**config.mk**
```make
export PLATFORM = sky130hd
export DESIGN_NAME = gpio_irq_ctrl
export DESIGN_NICKNAME = d
export VERILOG_FILES = /design/src/rtl/gpio_irq_pkg.sv /design/src/rtl/gpio_in_sync.sv /design/src/rtl/gpio_event_unit.sv /design/src/rtl/gpio_irq_ctrl.sv
export SDC_FILE = /design/constraint.sdc
export NUM_CORES = 1
export LEC_CHECK = 0
export BUFFER_PORTS_ARGS = -buffer_cell sky130_fd_sc_hd__buf_2
export CAP_MARGIN = 20
export CELL_PAD_IN_SITES_DETAIL_PLACEMENT = 2
export CELL_PAD_IN_SITES_GLOBAL_PLACEMENT = 2
export CORE_UTILIZATION = 39
export DETAILED_ROUTE_END_ITERATION = 10
export HOLD_SLACK_MARGIN = 0.08
export PLACE_DENSITY_LB_ADDON = 0.08
export SYNTH_ARGS = -nofsm -noshare
export SYNTH_HDL_FRONTEND = slang
export SYNTH_SLANG_ARGS = --single-unit
export TNS_END_PERCENT = 100
```
**constraint.sdc**
```tcl
create_clock -name clk -period 6.78 [get_ports clk]
set_input_delay 1.017 -clock clk [delete_from_list [all_inputs] [get_ports clk]]
set_output_delay 1.017 -clock clk [all_outputs]
set_load 0.05 [all_outputs]
```
**src/rtl/gpio_irq_pkg.sv**
```systemverilog
package gpio_irq_pkg;
  localparam int REG_W  = 32;
  localparam int ADDR_W = 7;
  localparam int N_EV   = 4;

  typedef enum logic [1:0] {
    EV_RISE = 2'd0,
    EV_FALL = 2'd1,
    EV_HIGH = 2'd2,
    EV_LOW  = 2'd3
  } ev_kind_e;

  localparam logic [ADDR_W-1:0] A_IN_VAL  = 7'h00;
  localparam logic [ADDR_W-1:0] A_IN_EN   = 7'h04;
  localparam logic [ADDR_W-1:0] A_OUT_EN  = 7'h08;
  localparam logic [ADDR_W-1:0] A_OUT_VAL = 7'h0C;
  localparam logic [ADDR_W-1:0] A_OUT_XOR = 7'h40;

  // enable/pending pairs sit 8 bytes apart, rise first
  function automatic logic [ADDR_W-1:0] ev_en_addr(input int k);
    return ADDR_W'(32'h18 + 8 * k);
  endfunction

  function automatic logic [ADDR_W-1:0] ev_pend_addr(input int k);
    return ADDR_W'(32'h1C + 8 * k);
  endfunction

  // one condition for one pin: cur = synchronized level, old = one cycle earlier
  function automatic logic ev_hit(input int k, input logic cur, input logic old);
    case (k)
      0:       return cur & ~old;
      1:       return ~cur & old;
      2:       return cur;
      default: return ~cur;
    endcase
  endfunction

  function automatic logic drive_bit(input logic val, input logic inv);
    return val ^ inv;
  endfunction
endpackage

```
**src/rtl/gpio_in_sync.sv**
```systemverilog
module gpio_in_sync #(
  parameter int N = 32
) (
  input  logic         clk,
  input  logic         rst_n,
  input  logic [N-1:0] raw,
  input  logic [N-1:0] en,
  output logic [N-1:0] level
);
  logic [N-1:0] meta_q;
  logic [N-1:0] stab_q;

  always_ff @(posedge clk) begin
    if (!rst_n) begin
      meta_q <= '0;
      stab_q <= '0;
    end else begin
      meta_q <= raw;
      stab_q <= meta_q;
    end
  end

  assign level = stab_q & en;
endmodule

```
**src/rtl/gpio_event_unit.sv**
```systemverilog
module gpio_event_unit
  import gpio_irq_pkg::*;
#(
  parameter int N = 32
) (
  input  logic                     clk,
  input  logic                     rst_n,
  input  logic [N-1:0]             level,
  input  logic [N-1:0]             in_en,
  input  logic [N_EV-1:0][N-1:0]   ev_en,
  input  logic [N_EV-1:0][N-1:0]   clr,
  output logic [N_EV-1:0][N-1:0]   pend,
  output logic [N_EV-1:0][N-1:0]   hit,
  output logic [N-1:0]             level_q,
  output logic [N-1:0]             irq
);
  always_ff @(posedge clk) begin
    if (!rst_n) level_q <= '0;
    else        level_q <= level;
  end

  for (genvar k = 0; k < N_EV; k++) begin : g_ev
    for (genvar p = 0; p < N; p++) begin : g_pin
      assign hit[k][p] = in_en[p] & ev_hit(k, level[p], level_q[p]);
    end

    always_ff @(posedge clk) begin
      if (!rst_n) pend[k] <= '0;
      else        pend[k] <= (pend[k] & ~clr[k]) | hit[k];
    end

    // a bit not being cleared keeps its value
    assert_pend_sticky_R9: assert property (@(posedge clk) disable iff (!rst_n)
      ((pend[k] & $past(pend[k] & ~clr[k])) == $past(pend[k] & ~clr[k])));

    // a detected condition always lands, even against a clear
    assert_set_wins_R11: assert property (@(posedge clk) disable iff (!rst_n)
      ((pend[k] & $past(hit[k])) == $past(hit[k])));
  end

  always_comb begin
    irq = '0;
    for (int k = 0; k < N_EV; k++) irq = irq | (pend[k] & ev_en[k]);
  end

  // a freshly set rise bit means the previous synchronized level was 1
  assert_rise_origin_R5: assert property (@(posedge clk) disable iff (!rst_n)
    (((pend[EV_RISE] & ~$past(pend[EV_RISE])) & ~level_q) == '0));
endmodule

```
**src/rtl/gpio_irq_ctrl.sv**
```systemverilog
module gpio_irq_ctrl
  import gpio_irq_pkg::*;
#(
  parameter int N_PINS = 32
) (
  input  logic              clk,
  input  logic              rst_n,
  input  logic [6:0]        bus_addr,
  input  logic              bus_wr,
  input  logic [31:0]       bus_wdata,
  output logic [31:0]       bus_rdata,
  input  logic [N_PINS-1:0] pin_in,
  output logic [N_PINS-1:0] pin_out,
  output logic [N_PINS-1:0] pin_oe,
  output logic [N_PINS-1:0] pin_irq
);
  localparam int N = N_PINS;

  logic [N-1:0] in_en, out_en, out_val, out_xor;
  logic [N_EV-1:0][N-1:0] ev_en, clr, pend, hit;
  logic [N-1:0] level, level_q;
  logic [N-1:0] rd_n;

  always_ff @(posedge clk) begin
    if (!rst_n) begin
      in_en   <= '0;
      out_en  <= '0;
      out_val <= '0;
      out_xor <= '0;
      ev_en   <= '0;
    end else if (bus_wr) begin
      case (bus_addr)
        A_IN_EN:   in_en   <= bus_wdata[N-1:0];
        A_OUT_EN:  out_en  <= bus_wdata[N-1:0];
        A_OUT_VAL: out_val <= bus_wdata[N-1:0];
        A_OUT_XOR: out_xor <= bus_wdata[N-1:0];
        default: ;
      endcase
      for (int k = 0; k < N_EV; k++)
        if (bus_addr == ev_en_addr(k)) ev_en[k] <= bus_wdata[N-1:0];
    end
  end

  always_comb begin
    for (int k = 0; k < N_EV; k++)
      clr[k] = (bus_wr && bus_addr == ev_pend_addr(k)) ? bus_wdata[N-1:0] : '0;
  end

  gpio_in_sync #(.N(N)) u_sync (
    .clk(clk), .rst_n(rst_n), .raw(pin_in), .en(in_en), .level(level)
  );

  gpio_event_unit #(.N(N)) u_ev (
    .clk(clk), .rst_n(rst_n), .level(level), .in_en(in_en), .ev_en(ev_en),
    .clr(clr), .pend(pend), .hit(hit), .level_q(level_q), .irq(pin_irq)
  );

  for (genvar p = 0; p < N; p++) begin : g_drv
    assign pin_out[p] = drive_bit(out_val[p], out_xor[p]);
  end
  assign pin_oe = out_en;

  always_comb begin
    rd_n = '0;
    case (bus_addr)
      A_IN_VAL:  rd_n = level;
      A_IN_EN:   rd_n = in_en;
      A_OUT_EN:  rd_n = out_en;
      A_OUT_VAL: rd_n = out_val;
      A_OUT_XOR: rd_n = out_xor;
      default: ;
    endcase
    for (int k = 0; k < N_EV; k++) begin
      if (bus_addr == ev_en_addr(k))   rd_n = ev_en[k];
      if (bus_addr == ev_pend_addr(k)) rd_n = pend[k];
    end
    bus_rdata = '0;
    bus_rdata[N-1:0] = rd_n;
  end

  // no condition is detected on a pin whose sampling is off
  assert_ien_gate_R7: assert property (@(posedge clk) disable iff (!rst_n)
    ((hit[EV_RISE] | hit[EV_FALL] | hit[EV_HIGH] | hit[EV_LOW]) & ~in_en) == '0);

  // the pins only change after a register write
  assert_out_hold_R2: assert property (@(posedge clk) disable iff (!rst_n)
    !$past(bus_wr) |-> ($stable(pin_out) && $stable(pin_oe)));

  // with every enable clear, no pin interrupts
  assert_irq_quiet_R6: assert property (@(posedge clk) disable iff (!rst_n)
    (ev_en == '0) |-> (pin_irq == '0));
endmodule

```
-- Word level (Yosys, flattened, before mapping)
Index checks and enable logic that the tools add are counted.
- flip-flop bits (word level): 480
- input port bits: 74
- output and inout port bits: 128
- logic and storage cells: 361
- reduce and logical (&&, ||, !) cells: 13
- equality and inequality tests: 12
- muxes and demuxes: 13
- bitwise gates (word level): 308
- operators with widths (kind ; count):
    2-to-1 mux 32 bit ; 12
    AND 32 bit ; 9
    OR 32 bit ; 7
    AND 1 bit ; 192
    case mux 32 bit (5 select lines) ; 1
    NOT 32 bit ; 4
    NOT 1 bit ; 64
    equality test 7 x 6 -> 1 bit, second input constant ; 6
    bitwise XOR 1 bit ; 32
    AND reduction 2 bit ; 8
    equality test 7 x 4 -> 1 bit, second input constant ; 2
    equality test 7 x 5 -> 1 bit, second input constant ; 2
    equality test 7 x 3 -> 1 bit, second input constant ; 1
    equality test 7 bit, second input constant ; 1
    zero test 7 bit ; 1
    logical AND 1 bit ; 4

-- Longest topological paths before layout
Gate-level depths: netlist of the first run.
- depth in word-level cells: 10
- mapped depth: 8
- gate-level depth less buffers: 5

-- Modules after synthesis
Synthesis of the first run repeated with hierarchy kept, for this count alone.
- cells, all modules: 2923
- area, all modules: 24004.3 sq um
- by module, submodules not included (module ; times used ; area an instance (sq um) ; cells each ; seq. area each (sq um)):
    gpio_irq_ctrl ; 1 ; 15026.9 ; 1996 ; 5124.9
    gpio_event_unit ; 1 ; 6985.4 ; 761 ; 3203.1
    gpio_in_sync ; 1 ; 1991.9 ; 166 ; 1281.2

-- Worst setup path before layout of the first run
Ideal clock, no wire load.
- path kind: input port to output port
- start point: in bus_addr[3]
- end point: out bus_rdata[22]
- data arrival time: 3.382 ns
- stages on the path: 6
- slack: 2.381 ns
- path buffers: 2
- required time: 5.763 ns
- cells stage by stage: buf_6 or4_4 nor3_4 buf_2 a2111oi_0 o21ai_0
- cells in the longest elaborated chain, start to end: 10
- elaborated cells between the ends (all ways): 22
- those cells by class: 12 x eq/ne; 9 x mux; 1 x reduce/logical
- RTL lines (item ; line ; text):
    start: declaration ; gpio_irq_ctrl.sv:8 ; input logic [6:0] bus_addr,
    equality test 7 bit (tied with other cells) ; gpio_irq_ctrl.sv:65 ; case (bus_addr)
    case mux 32 bit (5 select lines) ; gpio_irq_ctrl.sv:65 ;
    2-to-1 mux 32 bit ; gpio_irq_ctrl.sv:74 ; if (bus_addr == ev_en_addr(k)) rd_n = ev_en[k];
    2-to-1 mux 32 bit ; gpio_irq_ctrl.sv:75 ; if (bus_addr == ev_pend_addr(k)) rd_n = pend[k];
    2-to-1 mux 32 bit ; gpio_irq_ctrl.sv:74 ;
    2-to-1 mux 32 bit ; gpio_irq_ctrl.sv:75 ;
    2-to-1 mux 32 bit ; gpio_irq_ctrl.sv:74 ;
    2-to-1 mux 32 bit ; gpio_irq_ctrl.sv:75 ;
    2-to-1 mux 32 bit ; gpio_irq_ctrl.sv:74 ;
    2-to-1 mux 32 bit * ; gpio_irq_ctrl.sv:75 ;
    end: declaration ; gpio_irq_ctrl.sv:11 ; output logic [31:0] bus_rdata,
Mark *: on every way between the ends. The rest lies on a longest branch, timed or not.

-- Worst setup path in the final report of the first run
- start point: in bus_addr[4]
- end point: out bus_rdata[5]
The elaborated chain is that of the path after synthesis.

==> run_results.csv, run 1 <==
group,metric,value,unit
cts,cts.sinks,480,
worst_setup_path,crit_fanout,28,
cts,ctsHoldBuffers,0,
worst_setup_path,cp-end-kind,"output port",
sta,finalHoldViolations,0,
placement,routabilityCongestion,0.907,
sta,final.setup.tns,0,ns
sta,worst_slack,1.69,ns
synth,ys_seq_area_frac,0.436,
final_layout,post-route-util,0.460,
route,drcViolationCount,0,
cts,clk_pin_slew,0.06,ns
job,maxCapViolCount,0,
final_layout,stdcell_area,25500,um2
cts,cts_tree,"done",
floorplan,die_h,240,um
synth,yosysTopAreaCell,"dfxtp_1",
route,wl_per_cell,30.3,um
power_and_ir_drop,ir_worst_vdd,208,uV
cts,worstSkewPairLatency,0.63,ns
sta,drv_slew,0,
cts,cts_inserted_buffers,53,
global_route,grt_pass1_vias,23200,
synth,synth_simple_gate_area_share,0.214,
cts,cts_root_buffer,"clkbuf_16",
floorplan,rows,86,
synth,synth_top_family_by_area,"compound AO/OA/AOI/OAI gates",
outcome,status,"finished, final reports clean",
synth,synth_compound_area_frac,0.264,
cts,cts_setup_buffers,0,
floorplan,fp.coreArea,55400,um2
global_route,grt_pass1_wl,157,mm
placement,dp.cells,3455,
route,drtIter0Drc,1821,
final_layout,nets,2837,
floorplan,ios,202,
cts,htree_num_levels,2,
synth,ys.flop_type,"dfxtp_1",
synth,ys_ff_latch,480,
synth,synthXorXnorAreaFrac,0.0127,
final_layout,area_delta_synth_final,15.6,%
route,routed_wl,108,mm
placement,place_area,23600,um2
synth,synth.top_cells.by_area,"dfxtp_1 44%, nand2_1 12%, a21boi_0 7.0%",
sta,holdWs,0.435,ns
sta,rsz0062_at_grt,"false",
sta,fin_crit_sh,0.751,
sta,fin_skew,0.0183,ns
sta,finalCriticalPeriod,5.09,ns
power_and_ir_drop,power,6.25,mW
route,vias,22200,
placement,port_buffers,201,
global_route,antenna_found_initial,8,
synth,synthMuxAreaShare,0.0205,
placement,pre_cts_slack,1.81,ns
final_layout,fin_cells,3557,
global_route,gr-usage-all-layers,0.371,
cts,clock_path_buffers,3,
sta,fmax,196,MHz
power_and_ir_drop,p_leak,9.36,nW
route,drt-vias-per-instance,6.23,
min_path,worst_hold_path_type,"register to register",
floorplan,die_w,240,um
placement,place_hpwl,69.8,mm
synth,syn_area_per_cell,8.24,um2
final_layout,drive_above_1_share,0.158,
worst_setup_path,startpoint_type,"primary input",
synth,syn_area,22000,um2
synth,ys_types,71,
synth,synth_cells,2672,
worst_setup_path,cp_data_required_time,5.76,ns
synth,synthArstFlopShare,0,
global_route,grt_max_degree,141,
worst_setup_path,crit_arrival,4.08,ns
cts,cts_resized,0,
route,drt-pass1-iter-count,6,
worst_setup_path,crit_type,"primary input to output port",
floorplan,die_area,57400,um2
synth,yosys.cell_count.top_type,"nand2_1",
sta,tightest_slew,1.21,ns
sta,setup_viol,0,
sta,relSlewSlack,0.194,
floorplan,start_util,0.397,
synth,synth_top_area_frac,0.436,
synth,synth_nets,2746,
route,ant_nets,0,
power_and_ir_drop,cellPowerDensity,246,nW/um2
synth,synth_commonest_cells,"685 x nand2_1, 480 x dfxtp_1, 205 x a21boi_0",
synth,yosysWarnings,0,
global_route,grt-ovfl-total,0,
synth,synth-adder-area-share,0,
synth,synth_edf_count,0,
==> per-layer routing <==
metal	global-route usage	vias up	share of wire
met4	0.179	6	0.049
li1	-	9475	-
met5	0	-	0.00032
met2	0.609	960	0.46
met1	0.472	11400	0.42
met3	0.0603	306	0.069
==> final cells by class <==
cell class | count | area, um2
Multi-Input combinational cell | 1922 | 11400
Clock buffer | 90 | 1760
Fill cell | 6146 | 29900
Inverter | 40 | 150
Timing Repair Buffer | 266 | 1580
Tap cell | 748 | 936
Antenna cell | 3 | 7.51
Clock inverter | 8 | 71.3
Sequential cell | 480 | 9610
==> power by group <==
group / internal (mW) / switching, mW
registers: 2.84 / 0.0143
logic: 0.0967 / 0.254
clock network: 1.79 / 1.26
total: 4.73 / 1.53
==> registers in the layout, indices dropped and copies added, names as in the netlist <==
register and count:
out_val 32, in_en 32, ev_en 128, u_ev.level_q 32, u_ev.pend 128, pin_oe 32
u_sync.meta_q 32, out_xor 32, u_sync.stab_q 32
==> cells by family after synthesis <==
family                 count (synthesis)
AND/OR/NAND/NOR                     1039
AO/OA/AOI/OAI                        809
XOR/XNOR                              32
multiplexers                          42
buffers and inverters                270
flip-flops                           480
==> critical path, stage by stage <==
cell	delay (ns)
buf_2	0.33
or3b_2	0.84
nor2_4	0.78
a21oi_1	0.08
o221a_2	0.31
a21oi_1	0.32
buf_2	0.34
==> path summary, 6_finish.rpt <==
check / slack, ns / end / cells past startpoint / from
setup / recovery: 1.69 / bus_rdata[5] / 7 / bus_addr[4]
hold / removal: 0.43 / u_sync.stab_q[1] / 1 / u_sync.meta_q[1]
setup reg to reg: 5.74 / u_ev.pend[58] / 3 / u_sync.stab_q[26]
hold reg to reg: 0.43 / u_sync.stab_q[1] / 1 / u_sync.meta_q[1]
==> cell usage in the layout (no fill, tap or decap), types with 55 or more instances in the layout <==
| cell type | netlist | final |
|---|---|---|
| o21ai_0 | 80 | 80 |
| a21boi_1 | 57 | 57 |
| clkbuf_16 | 0 | 55 |
| a21oi_1 | 113 | 113 |
| nand2_1 | 685 | 685 |
| buf_2 | 63 | 199 |
| buf_4 | 9 | 61 |
| dfxtp_1 | 480 | 480 |
| a21boi_0 | 205 | 205 |
| nor2b_1 | 102 | 102 |
| a22oi_1 | 110 | 110 |
| and2_1 | 67 | 67 |
(Power assumes the default switching activity.)
==> run 2, diff against run 1 <==
Settings changed: ABC_AREA from default to 1, CORE_UTILIZATION 39 to 33.
Clock period 6.78 ns to 5.3 ns, I/O delays scaled along.
==> run_results.csv, run 2 <==
group,metric,value,unit
outcome,status,"finished, final reports clean",
final_layout,layout_common_cells,"657 x nand2_1, 480 x dfxtp_1, 391 x inv_1",
global_route,antenna_found_initial,1,
cts,ctsHoldBuffers,0,
global_route,grt_max_degree,139,
job,maxCapViolCount,0,
cts,cts_inserted_buffers,56,
synth,syn_area_per_cell,7.02,um2
synth,synth_commonest_cells,"665 x nand2_1, 480 x dfxtp_1, 391 x inv_1",
placement,port_buffers,201,
sta,relSlewSlack,0.243,
worst_setup_path,startpoint_type,"primary input",
sta,fin_skew,0.0145,ns
cts,cts_setup_buffers,0,
synth,synth_edf_count,0,
worst_setup_path,worstPathCellList,"buf_2 -> inv_1 -> nand2_1 -> nor2_4 -> buf_4 -> nand2_1 -> inv_2 -> buf_4 -> nand2_1 -> nand4_1 -> nand2_1 -> nand2_1 -> buf_2",
worst_setup_path,critPathCapture,"bus_rdata[19]",
worst_setup_path,crit_fanout,25,
final_layout,final_common_cell,"nand2_1",
worst_setup_path,r2r-start,"in_en[10]",
worst_setup_path,crit_arrival,3.46,ns
cts,clk_pin_slew,0.06,ns
route,drtIter0Drc,1180,
global_route,grt_pass1_wl,139,mm
sta,drv_slew,0,
synth,ys_ff_latch,480,
sta,fin_crit_sh,0.803,
worst_setup_path,cp_common_cell,"nand2_1",
sta,final.setup.tns,0,ns
floorplan,die_h,254,um
worst_setup_path,max_stage_delay,0.70,ns
final_layout,fill_cells,7489,
worst_setup_path,cp-end-kind,"output port",
min_path,hp-start,"pin_in[6]",
cts,htree_num_levels,2,
placement,routabilityCongestion,0.820,
route,ant_nets,0,
cts,cts.sinks,480,
placement,place_area,22800,um2
floorplan,die_area,64600,um2
synth,synth_cells,2988,
worst_setup_path,cp_data_required_time,4.51,ns
sta,finalCriticalPeriod,4.26,ns
floorplan,ios,202,
power_and_ir_drop,cellPowerDensity,321,nW/um2
floorplan,fp.coreArea,63000,um2
route,vias,21500,
synth,synth_top_area_frac,0.458,
synth,yosysWarnings,0,
synth,synthArstFlopShare,0,
cts,worstSkewPairLatency,0.62,ns
global_route,grt_pass1_vias,22800,
route,routed_wl,92.5,mm
synth,ys_types,27,
synth,ys.flop_type,"dfxtp_1",
route,wl_per_cell,23.1,um
final_layout,nets,3183,
min_path,worst_hold_path_type,"primary input to register",
worst_setup_path,reg2regPathDepth,4,
sta,fmax,235,MHz
final_layout,stdcell_area,24600,um2
worst_setup_path,crit_slowest_cell,"inv_2",
power_and_ir_drop,ir_worst_vdd,227,uV
floorplan,die_w,254,um
route,drt-pass1-iter-count,5,
worst_setup_path,crit_type,"primary input to output port",
sta,tightest_slew,1.13,ns
global_route,grt-ovfl-total,0,
cts,clock_path_buffers,3,
global_route,gr-usage-all-layers,0.284,
synth,yosys.cell_count.top_type,"nand2_1",
placement,place_hpwl,59.0,mm
synth,ys_seq_area_frac,0.458,
cts,cts_resized,0,
synth,synth_nets,3062,
worst_setup_path,reg2reg_slack,4.14,ns
route,drcViolationCount,0,
final_layout,reg_top3,"ev_en: 128 flops, u_ev.pend: 128 flops",
worst_setup_path,crit_start,"bus_addr[1]",
floorplan,rows,92,
worst_setup_path,reg2reg_to,"u_ev.pend[10]",
floorplan,start_util,0.333,
sta,rsz0062_at_grt,"false",
power_and_ir_drop,power,7.91,mW
sta,setup_viol,0,
power_and_ir_drop,p_leak,10.4,nW
sta,finalHoldViolations,0,
cts,cts_tree,"done",
route,drt-vias-per-instance,5.37,
synth,yosysTopAreaCell,"dfxtp_1",
cts,cts_root_buffer,"clkbuf_16",
synth,syn_area,21000,um2
final_layout,drive_above_1_share,0.126,
final_layout,area_delta_synth_final,17.4,%
synth,synth.top_cells.by_area,"dfxtp_1 46%, nand2_1 12%, a21oi_1 8.7%",
[run 2: cell count changes in the layout (fill, tap and decap cells not counted), sizes merged, moves of 55 or more]
cell / before / now
a22oi: 110 / 0
nor2b: 102 / 0
nand3: 51 / 234
inv: 41 / 401
a21boi: 262 / 0
and2: 67 / 2
a21oi: 113 / 366
o21ai: 80 / 349
nand4: 2 / 57
nor2: 45 / 110
[run 2: cell families (layout without fill, tap and decap cells)]
family / Yosys count / after routing / share of synthesized area
simple gates: 1123 / 1123 / 0.231
compound gates: 775 / 775 / 0.192
buf+inv: 578 / 741 / 0.106
flops: 480 / 480 / 0.458
xor+xnor: 32 / 32 / 0.0134
other cells: 0 / 1 / 0
[run 2: worst min-delay path by stage]
stage | slack, ns | to | cells after the start
2_1_floorplan | 0.39 | u_sync.stab_q[0] | 2
3_3_place_gp | 0.39 | u_sync.stab_q[15] | 2
3_5_place_dp | 0.40 | u_sync.stab_q[18] | 2
4_1_cts | 0.33 | u_sync.meta_q[6] | 3
5_1_grt | 0.36 | u_sync.meta_q[6] | 3
6_report | 0.36 | u_sync.meta_q[6] | 3
[run 2: critical path: cells and delay by family]
| family | cells | cell delay, ns |
|---|---|---|
| buffers and inverters | 6 | 1.75 |
| AND/OR/NAND/NOR | 7 | 0.89 |
[run 2: through the flow]
| stage | utilization | cells | hold WS (ns) | setup slack, ns |
|---|---|---|---|---|
| finish | 0.391 | 3998 | 0.361 | 1.04 |
| global route | 0.391 | 3997 | 0.359 | 0.990 |
| CTS | 0.391 | 3997 | 0.334 | 1.08 |
| detailed placement | 0.362 | 3897 | 0.402 | 1.11 |
| global placement | 0.362 | 3896 | 0.393 | 1.17 |
| floorplan | - | 2988 | 0.390 | 2.22 |
[run 2: where the power goes]
part / internal (mW) / leakage, nW / switching [mW] / total [mW]
registers: 3.64 / 3.88 / 0.0189 / 3.66
logic: 0.0670 / 5.62 / 0.258 / 0.325
clock network: 2.30 / 0.887 / 1.63 / 3.93
total: 6.00 / 10.4 / 1.91 / 7.91
[run 2: layout make-up]
type	count	area (um2)	share of cell area
diodes	1	2.50	0.000102
clock buffers	84	1630	0.0661
multi-input cells	1930	9250	0.375
flip-flops and latches	480	9610	0.390
well taps	846	1060	0.0430
repair buffers	240	1390	0.0562
clock inverters	16	188	0.00762
inverters	401	1510	0.0613
[run 2: per-layer routing]
layer | vias to the layer above | part of all wire | track usage
met5 | - | 0.00014 | 0
met4 | 2 | 0.026 | 0.0862
met3 | 145 | 0.034 | 0.0286
met2 | 397 | 0.48 | 0.480
met1 | 11000 | 0.46 | 0.380
li1 | 9951 | - | -
